[config.mk]
export PLATFORM = sky130hd
export DESIGN_NAME = dma_burst_engine
export DESIGN_NICKNAME = d
export VERILOG_FILES = /design/src/rtl/dma_pkg.sv /design/src/rtl/dma_chan_ctx.sv /design/src/rtl/dma_rr_arb.sv /design/src/rtl/dma_refresh_tick.sv /design/src/rtl/dma_burst_engine.sv
export SDC_FILE = /design/constraint.sdc
export NUM_CORES = 1
export LEC_CHECK = 0
export ABC_CLOCK_PERIOD_IN_PS = 5900
export BUFFER_PORTS_ARGS = -buffer_cell sky130_fd_sc_hd__buf_2
export CAP_MARGIN = 15
export CORE_UTILIZATION = 41
export DETAILED_ROUTE_END_ITERATION = 16
export GPL_TIMING_DRIVEN = 0
export PLACE_DENSITY = 0.68
export SYNTH_ARGS = -nofsm -noshare
export SYNTH_HDL_FRONTEND = slang
export SYNTH_SLANG_ARGS = --single-unit
[constraint.sdc]
create_clock -name clk -period 5.9 [get_ports clk]
set_input_delay 1.475 -clock clk [delete_from_list [all_inputs] [get_ports clk]]
set_output_delay 1.475 -clock clk [all_outputs]
set_load 0.01 [all_outputs]
[src/rtl/dma_pkg.sv]
package dma_pkg;

    typedef enum logic [1:0] {
        CMD_INIT  = 2'd0,
        CMD_READ  = 2'd1,
        CMD_WRITE = 2'd2,
        CMD_RSVD  = 2'd3
    } cmd_op_e;

    typedef enum logic [1:0] {
        MOP_NONE    = 2'd0,
        MOP_READ    = 2'd1,
        MOP_WRITE   = 2'd2,
        MOP_REFRESH = 2'd3
    } mem_op_e;

    typedef enum logic [2:0] {
        ST_PICK,
        ST_REQ,
        ST_RDATA,
        ST_WDATA,
        ST_REFRESH
    } eng_state_e;

    typedef struct packed {
        logic busy;
        logic wr;
        logic err;
    } ch_flags_t;

    function automatic int unsigned index_width(int unsigned n);
        return (n > 1) ? $clog2(n) : 1;
    endfunction

endpackage

[src/rtl/dma_chan_ctx.sv]
module dma_chan_ctx
    import dma_pkg::*;
#(
    parameter int EXT_W     = 16,
    parameter int LOC_W     = 8,
    parameter int CNT_W     = 16,
    parameter int BURST_LEN = 8
) (
    input  logic             clk,
    input  logic             rst,
    input  logic             cmd_valid,
    input  logic [1:0]       cmd_op,
    input  logic [EXT_W-1:0] cmd_ext,
    input  logic [LOC_W-1:0] cmd_loc,
    input  logic [CNT_W-1:0] cmd_bytes,
    input  logic             burst_done,
    output ch_flags_t        flags,
    output logic [EXT_W-1:0] ext_addr,
    output logic [LOC_W-1:0] loc_addr
);
    localparam int BURST_BYTES = BURST_LEN * 4;
    localparam int BYTE_SH     = $clog2(BURST_BYTES);

    logic [CNT_W:0]   padded;
    logic [CNT_W-1:0] n_bursts;
    logic [CNT_W-1:0] left_q;
    cmd_op_e          op;

    assign op       = cmd_op_e'(cmd_op);
    assign padded   = {1'b0, cmd_bytes} + (CNT_W+1)'(BURST_BYTES - 1);
    assign n_bursts = CNT_W'(padded >> BYTE_SH);

    always_ff @(posedge clk) begin
        if (rst) begin
            flags    <= '0;
            ext_addr <= '0;
            loc_addr <= '0;
            left_q   <= '0;
        end else begin
            if (cmd_valid && flags.busy) begin
                flags.err <= 1'b1;
            end
            if (cmd_valid && !flags.busy) begin
                ext_addr <= cmd_ext;
                loc_addr <= cmd_loc;
                if (op == CMD_READ || op == CMD_WRITE) begin
                    left_q     <= n_bursts;
                    flags.busy <= (n_bursts != '0);
                    flags.wr   <= (op == CMD_WRITE);
                end else begin
                    left_q     <= '0;
                    flags.busy <= 1'b0;
                    flags.wr   <= 1'b0;
                    flags.err  <= 1'b0;
                end
            end else if (burst_done) begin
                ext_addr   <= ext_addr + EXT_W'(BURST_LEN);
                loc_addr   <= loc_addr + LOC_W'(BURST_LEN);
                left_q     <= left_q - 1'b1;
                flags.busy <= (left_q != CNT_W'(1));
            end
        end
    end

endmodule

[src/rtl/dma_rr_arb.sv]
module dma_rr_arb
    import dma_pkg::*;
#(
    parameter int NUM_CH = 4,
    localparam int IDX_W = index_width(NUM_CH)
) (
    input  logic              clk,
    input  logic              rst,
    input  logic [NUM_CH-1:0] req,
    input  logic              advance,
    output logic              any,
    output logic [IDX_W-1:0]  pick
);
    logic [IDX_W-1:0] last_q;

    always_comb begin
        any  = 1'b0;
        pick = last_q;
        for (int k = NUM_CH; k >= 1; k--) begin
            if (req[(int'(last_q) + k) % NUM_CH]) begin
                any  = 1'b1;
                pick = IDX_W'((int'(last_q) + k) % NUM_CH);
            end
        end
    end

    always_ff @(posedge clk) begin
        if (rst) begin
            last_q <= IDX_W'(NUM_CH - 1);
        end else if (advance && any) begin
            last_q <= pick;
        end
    end

endmodule

[src/rtl/dma_refresh_tick.sv]
module dma_refresh_tick #(
    parameter int INTERVAL = 390
) (
    input  logic clk,
    input  logic rst,
    input  logic served,
    output logic due
);
    localparam int CW = (INTERVAL > 2) ? $clog2(INTERVAL) : 1;

    logic [CW-1:0] cnt_q;
    logic          wrap;

    assign wrap = (cnt_q == CW'(INTERVAL - 1));

    always_ff @(posedge clk) begin
        if (rst) begin
            cnt_q <= '0;
            due   <= 1'b0;
        end else begin
            cnt_q <= wrap ? '0 : cnt_q + 1'b1;
            if (wrap) begin
                due <= 1'b1;
            end else if (served) begin
                due <= 1'b0;
            end
        end
    end

endmodule

[src/rtl/dma_burst_engine.sv]
module dma_burst_engine
    import dma_pkg::*;
#(
    parameter int NUM_CH           = 4,
    parameter int EXT_W            = 16,
    parameter int LOC_W            = 8,
    parameter int CNT_W            = 16,
    parameter int DATA_W           = 32,
    parameter int BURST_LEN        = 8,
    parameter int REFRESH_INTERVAL = 390,
    localparam int IDX_W           = index_width(NUM_CH)
) (
    input  logic                         clk,
    input  logic                         rst,
    input  logic [NUM_CH-1:0]            cmd_valid,
    input  logic [NUM_CH-1:0][1:0]       cmd_op,
    input  logic [NUM_CH-1:0][EXT_W-1:0] cmd_ext,
    input  logic [NUM_CH-1:0][LOC_W-1:0] cmd_loc,
    input  logic [NUM_CH-1:0][CNT_W-1:0] cmd_bytes,
    output logic [NUM_CH-1:0]            ch_busy,
    output logic [NUM_CH-1:0]            ch_err,
    output logic [NUM_CH-1:0][EXT_W-1:0] ch_ext_addr,
    output logic [NUM_CH-1:0][LOC_W-1:0] ch_loc_addr,
    output logic                         mem_req,
    output logic [1:0]                   mem_op,
    output logic [EXT_W-1:0]             mem_addr,
    input  logic                         mem_gnt,
    input  logic                         mem_rvalid,
    input  logic [DATA_W-1:0]            mem_rdata,
    output logic                         mem_wvalid,
    output logic [DATA_W-1:0]            mem_wdata,
    output logic [IDX_W-1:0]             loc_sel,
    output logic                         loc_we,
    output logic                         loc_re,
    output logic [LOC_W-1:0]             loc_addr,
    output logic [DATA_W-1:0]            loc_wdata,
    input  logic [DATA_W-1:0]            loc_rdata
);
    localparam int BEAT_W = $clog2(BURST_LEN) + 1;
    localparam logic [BEAT_W-1:0] LAST_BEAT = BEAT_W'(BURST_LEN - 1);
    localparam logic [BEAT_W-1:0] ALL_BEATS = BEAT_W'(BURST_LEN);

    eng_state_e       state_q, state_d;
    logic [IDX_W-1:0] cur_q;
    logic [BEAT_W-1:0] beat_q, wbeat_q;
    logic             wv_q;
    logic             burst_done;
    logic             ref_due, ref_served;
    logic             arb_any, arb_adv;
    logic [IDX_W-1:0] arb_pick;

    ch_flags_t        flags [NUM_CH];
    logic [EXT_W-1:0] ext_a [NUM_CH];
    logic [LOC_W-1:0] loc_a [NUM_CH];

    // One context per channel
    for (genvar g = 0; g < NUM_CH; g++) begin : g_ch
        logic done_here;
        assign done_here = burst_done && (cur_q == IDX_W'(g));

        dma_chan_ctx #(
            .EXT_W(EXT_W), .LOC_W(LOC_W), .CNT_W(CNT_W), .BURST_LEN(BURST_LEN)
        ) u_ctx (
            .clk(clk), .rst(rst),
            .cmd_valid(cmd_valid[g]), .cmd_op(cmd_op[g]),
            .cmd_ext(cmd_ext[g]), .cmd_loc(cmd_loc[g]), .cmd_bytes(cmd_bytes[g]),
            .burst_done(done_here),
            .flags(flags[g]), .ext_addr(ext_a[g]), .loc_addr(loc_a[g])
        );

        assign ch_busy[g]     = flags[g].busy;
        assign ch_err[g]      = flags[g].err;
        assign ch_ext_addr[g] = ext_a[g];
        assign ch_loc_addr[g] = loc_a[g];
    end

    assign arb_adv = (state_q == ST_PICK) && !ref_due;

    dma_rr_arb #(.NUM_CH(NUM_CH)) u_arb (
        .clk(clk), .rst(rst), .req(ch_busy), .advance(arb_adv),
        .any(arb_any), .pick(arb_pick)
    );

    dma_refresh_tick #(.INTERVAL(REFRESH_INTERVAL)) u_ref (
        .clk(clk), .rst(rst), .served(ref_served), .due(ref_due)
    );

    assign loc_sel   = cur_q;
    assign loc_wdata = mem_rdata;
    assign mem_wdata = loc_rdata;
    assign mem_wvalid = wv_q;

    always_comb begin
        state_d    = state_q;
        mem_req    = 1'b0;
        mem_op     = MOP_NONE;
        mem_addr   = '0;
        loc_we     = 1'b0;
        loc_re     = 1'b0;
        loc_addr   = loc_a[cur_q] + LOC_W'(beat_q);
        burst_done = 1'b0;
        ref_served = 1'b0;
        unique case (state_q)
            ST_PICK: begin
                if (ref_due)      state_d = ST_REFRESH;
                else if (arb_any) state_d = ST_REQ;
            end
            ST_REQ: begin
                mem_req  = 1'b1;
                mem_op   = flags[cur_q].wr ? MOP_WRITE : MOP_READ;
                mem_addr = ext_a[cur_q];
                if (mem_gnt) state_d = flags[cur_q].wr ? ST_WDATA : ST_RDATA;
            end
            ST_RDATA: begin
                loc_we = mem_rvalid;
                if (mem_rvalid && beat_q == LAST_BEAT) begin
                    burst_done = 1'b1;
                    state_d    = ST_PICK;
                end
            end
            ST_WDATA: begin
                loc_re = (beat_q != ALL_BEATS);
                if (wv_q && wbeat_q == LAST_BEAT) begin
                    burst_done = 1'b1;
                    state_d    = ST_PICK;
                end
            end
            ST_REFRESH: begin
                mem_req = 1'b1;
                mem_op  = MOP_REFRESH;
                if (mem_gnt) begin
                    ref_served = 1'b1;
                    state_d    = ST_PICK;
                end
            end
            default: state_d = ST_PICK;
        endcase
    end

    always_ff @(posedge clk) begin
        if (rst) begin
            state_q <= ST_PICK;
            cur_q   <= '0;
            beat_q  <= '0;
            wbeat_q <= '0;
            wv_q    <= 1'b0;
        end else begin
            state_q <= state_d;
            wv_q    <= loc_re;
            if (arb_adv && arb_any) cur_q <= arb_pick;
            if (state_q == ST_REQ && mem_gnt) begin
                beat_q  <= '0;
                wbeat_q <= '0;
            end
            if (state_q == ST_RDATA && mem_rvalid) beat_q <= beat_q + 1'b1;
            if (loc_re) beat_q <= beat_q + 1'b1;
            if (wv_q) wbeat_q <= wbeat_q + 1'b1;
        end
    end

endmodule

==> impl_metrics.json <==
{
  "status": "finished, final reports clean",
  "antenna_found_initial": 0,
  "end_kind": "output pin",
  "startpoint": "loc_sel[0]",
  "max-vdd-ir-drop_mv": 0.180,
  "first_pass_iters": 7,
  "dp_hpwl_um": 35600,
  "placed_area_um2": 14400,
  "layout_common_cells": "buf_2, dfxtp_1, nor2_1, nand2_1, xor2_1",
  "num_rows": 62,
  "dieArea_um2": 30000,
  "p_comb_share_pct": 26.3,
  "max-cap-violations": 0,
  "insertion_delay_ps": 450,
  "grt_pass1_wl_um": 68300,
  "drt_iter0_drc": 1184,
  "timing.slew.headroom_pct": 14.2,
  "postLayoutCoreUtil_pct": 52.1,
  "diodes": 0,
  "io_pins": 440,
  "port_buffers": 375,
  "power.share.switching_pct": 33.6,
  "fmax_mhz": 174,
  "nets": 2134,
  "p_switching_uw": 1270,
  "timing.rr.end": "g_ch[3].u_ctx.flags[2]",
  "p_leak_uw": 0.00624,
  "h-tree-depth": 4,
  "dieHeight_um": 173,
  "routedLengthMet1_um": 19100,
  "arrival_ps": 4260,
  "critical_path_required_ps": 4430,
  "start_kind": "flip-flop",
  "syn_to_final_growth_pct": 24.6,
  "cts_buffers": 17,
  "syn_area_per_cell_um2": 8.18,
  "worst_pin_slew_ps": 1290,
  "synthCells": 1470,
  "rsz0062_at_grt": "false",
  "hold_buffers": 0,
  "maxUsedRoutingLayer": "met4",
  "placed_cells": 2229,
  "drc": 0,
  "finalWirelength_um": 45700,
  "fin_crit_sh_pct": 97.2,
  "hold_class": "flip-flop to flip-flop",
  "reg2reg_depth": 9,
  "grt_max_degree": 17,
  "register_area_um2": 3960,
  "final_layout_size_suffix_gt1_share_pct": 28.5,
  "clk_pin_slew_ps": 80,
  "num_vias": 12800,
  "final_common_cell": "buf_2",
  "synth_area_um2": 12000,
  "ys.flop_type": "dfxtp_1",
  "wire_per_inst_um": 20.2,
  "cts_root_buf": "clkbuf_16",
  "synth_edf_count": 0,
  "cts_max_path_buffers": 2,
  "slowest_stage": "buf_1",
  "r2r_slack_ps": 3200,
  "cts_tree": "built",
  "clock-skew-final_ps": 14.0,
  "maxSlewViolCount": 0,
  "crit_type": "flip-flop to output pin",
  "overflow": 0,
  "crit_cells": 10,
  "start_util_pct": 41.8,
  "path_cells": "buf_4, buf_1, mux4_2, ha_1, a21o_1, a21oi_1, nor2b_1, o2111ai_1, xnor2_1, buf_2",
  "internal_power_uw": 2510,
  "multi_input_area_um2": 7060,
  "nFillCells": 2796,
  "setup_tns_ps": 0,
  "track_usage_pct": 29.6,
  "p_clk_share_pct": 32.4,
  "ys_seq_elements": 198,
  "synth_warnings": 0,
  "synthesis.nets": 1740,
  "synth_cell_type_count": 67,
  "fin_area_um2": 15000,
  "layout.cells.non_filler": 2260,
  "wl_met3_um": 3560,
  "vias_per_cell": 5.65,
  "finalSetupViolations": 0,
  "max_stage_delay_ps": 800,
  "routabilityCongestion": 0.920,
  "cts_setup_buffers": 0,
  "yosysSeqAreaShare_pct": 33.0,
  "pwr_density_cell_nw_per_um2": 253,
  "path_delay_family": "buffers and inverters",
  "core_region_area_um2": 28800,
  "die_width_um": 173,
  "seq_power_share_pct": 41.3,
  "setup.worst_path.end": "loc_addr[7]",
  "r2r-start": "loc_sel[0]",
  "path_max_fanout": 10,
  "clock_sink_count": 198,
  "synth-async-reset-ratio_pct": 0,
  "dr_wl_met2_um": 22000,
  "hold_viol_final": 0,
  "postRouteAntennaNets": 0,
  "fin_crit_ps": 5740,
  "path_buf_inv": 3,
  "hold_path_startpoint": "g_ch[0].u_ctx.left_q[11]",
  "grt_pass1_vias": 11700
}
==> power groups by stage <==
stage	Sequential, uW	Combinational (uW)	Clock, uW
5_1_grt	1570	1070	1280
2_1_floorplan	1560	575	0
6_report	1560	996	1230
3_5_place_dp	1590	984	0
3_3_place_gp	1590	971	0
4_1_cts	1560	989	1230
==> worst min path at each step <==
stage | to | slack (ps) | cells after the start
floorplan | g_ch[1].u_ctx.flags[1] | 430 | 2
global placement | g_ch[2].u_ctx.flags[1] | 450 | 2
detailed placement | g_ch[0].u_ctx.left_q[11] | 460 | 2
global route | g_ch[2].u_ctx.flags[1] | 500 | 2
finish | g_ch[0].u_ctx.left_q[11] | 470 | 2
CTS | g_ch[0].u_ctx.left_q[11] | 470 | 2
==> state kept, by name (all words and copies together) (netlist names), 3 cells and up <==
| signal | count |
|---|---|
| u_ref.cnt_q | 9 |
| g_ch.u_ctx.loc_addr | 32 |
| g_ch.u_ctx.flags | 12 |
| wbeat_q | 4 |
| g_ch.u_ctx.ext_addr | 64 |
| g_ch.u_ctx.left_q | 64 |
| beat_q | 4 |
| state_q | 3 |
==> through the flow <==
step	hold WS, ps	power (uW)	setup slack (ps)
6_report	470	3790	164
5_1_grt	496	3920	42.7
4_1_cts	470	3780	142
3_5_place_dp	457	2570	-1.13
3_3_place_gp	451	2560	0.949
2_1_floorplan	433	2140	1570
==> layout make-up <==
cell class / count / share of cell area (%)
multi-input combinational: 1086 / 47.1
sequential: 198 / 26.5
timing repair buffer: 375 / 12.5
buffer: 157 / 5.92
clock buffer: 22 / 3.23
tap: 384 / 3.21
clock inverter: 9 / 0.785
inverter: 29 / 0.727
==> tightest hold or removal path, delay by kind of cell (launching register included) <==
| family | cells | cell delay (ps) |
|---|---|---|
| compound gates | 1 | 60 |
| flops | 1 | 310 |
| simple gates | 1 | 60 |
==> kinds of logic after synthesis <==
logic type	share of synthesized area (%)
buffers and inverters	8.25
XOR/XNOR	10.5
adder cells (fa/ha/maj)	3.19
AND/OR/NAND/NOR	26.4
AO/OA/AOI/OAI	13.9
flip-flops	33.0
multiplexers	4.85
==> per-layer routing <==
layer / up-vias / track usage (%)
met5: - / 0
met4: 0 / 8.81
met3: 68 / 5.26
met2: 669 / 50.1
met1: 6055 / 38.2
li1: 5970 / -
==> Yosys cell counts (all sizes together), types with 21 or more instances <==
master	number	area, um2
a211oi	54	405
a21oi	66	330
a311oi	25	219
and2	21	131
buf	95	651
clkbuf	62	233
dfxtp	198	3960
ha	29	363
inv	29	109
mux4	25	563
nand2	145	544
nand3	56	280
nand4	50	319
nor2	174	653
nor3	42	215
nor4	31	209
o21ai	33	165
o22ai	24	150
or3	28	180
xnor2	63	552
xor2	81	709
==> what timing repair did <==
action                     4_1_cts  5_1_grt
resized for setup                2        2
setup endpoints to repair        4        2
cloned                           0        0
Power figures use the tool's default switching activity.
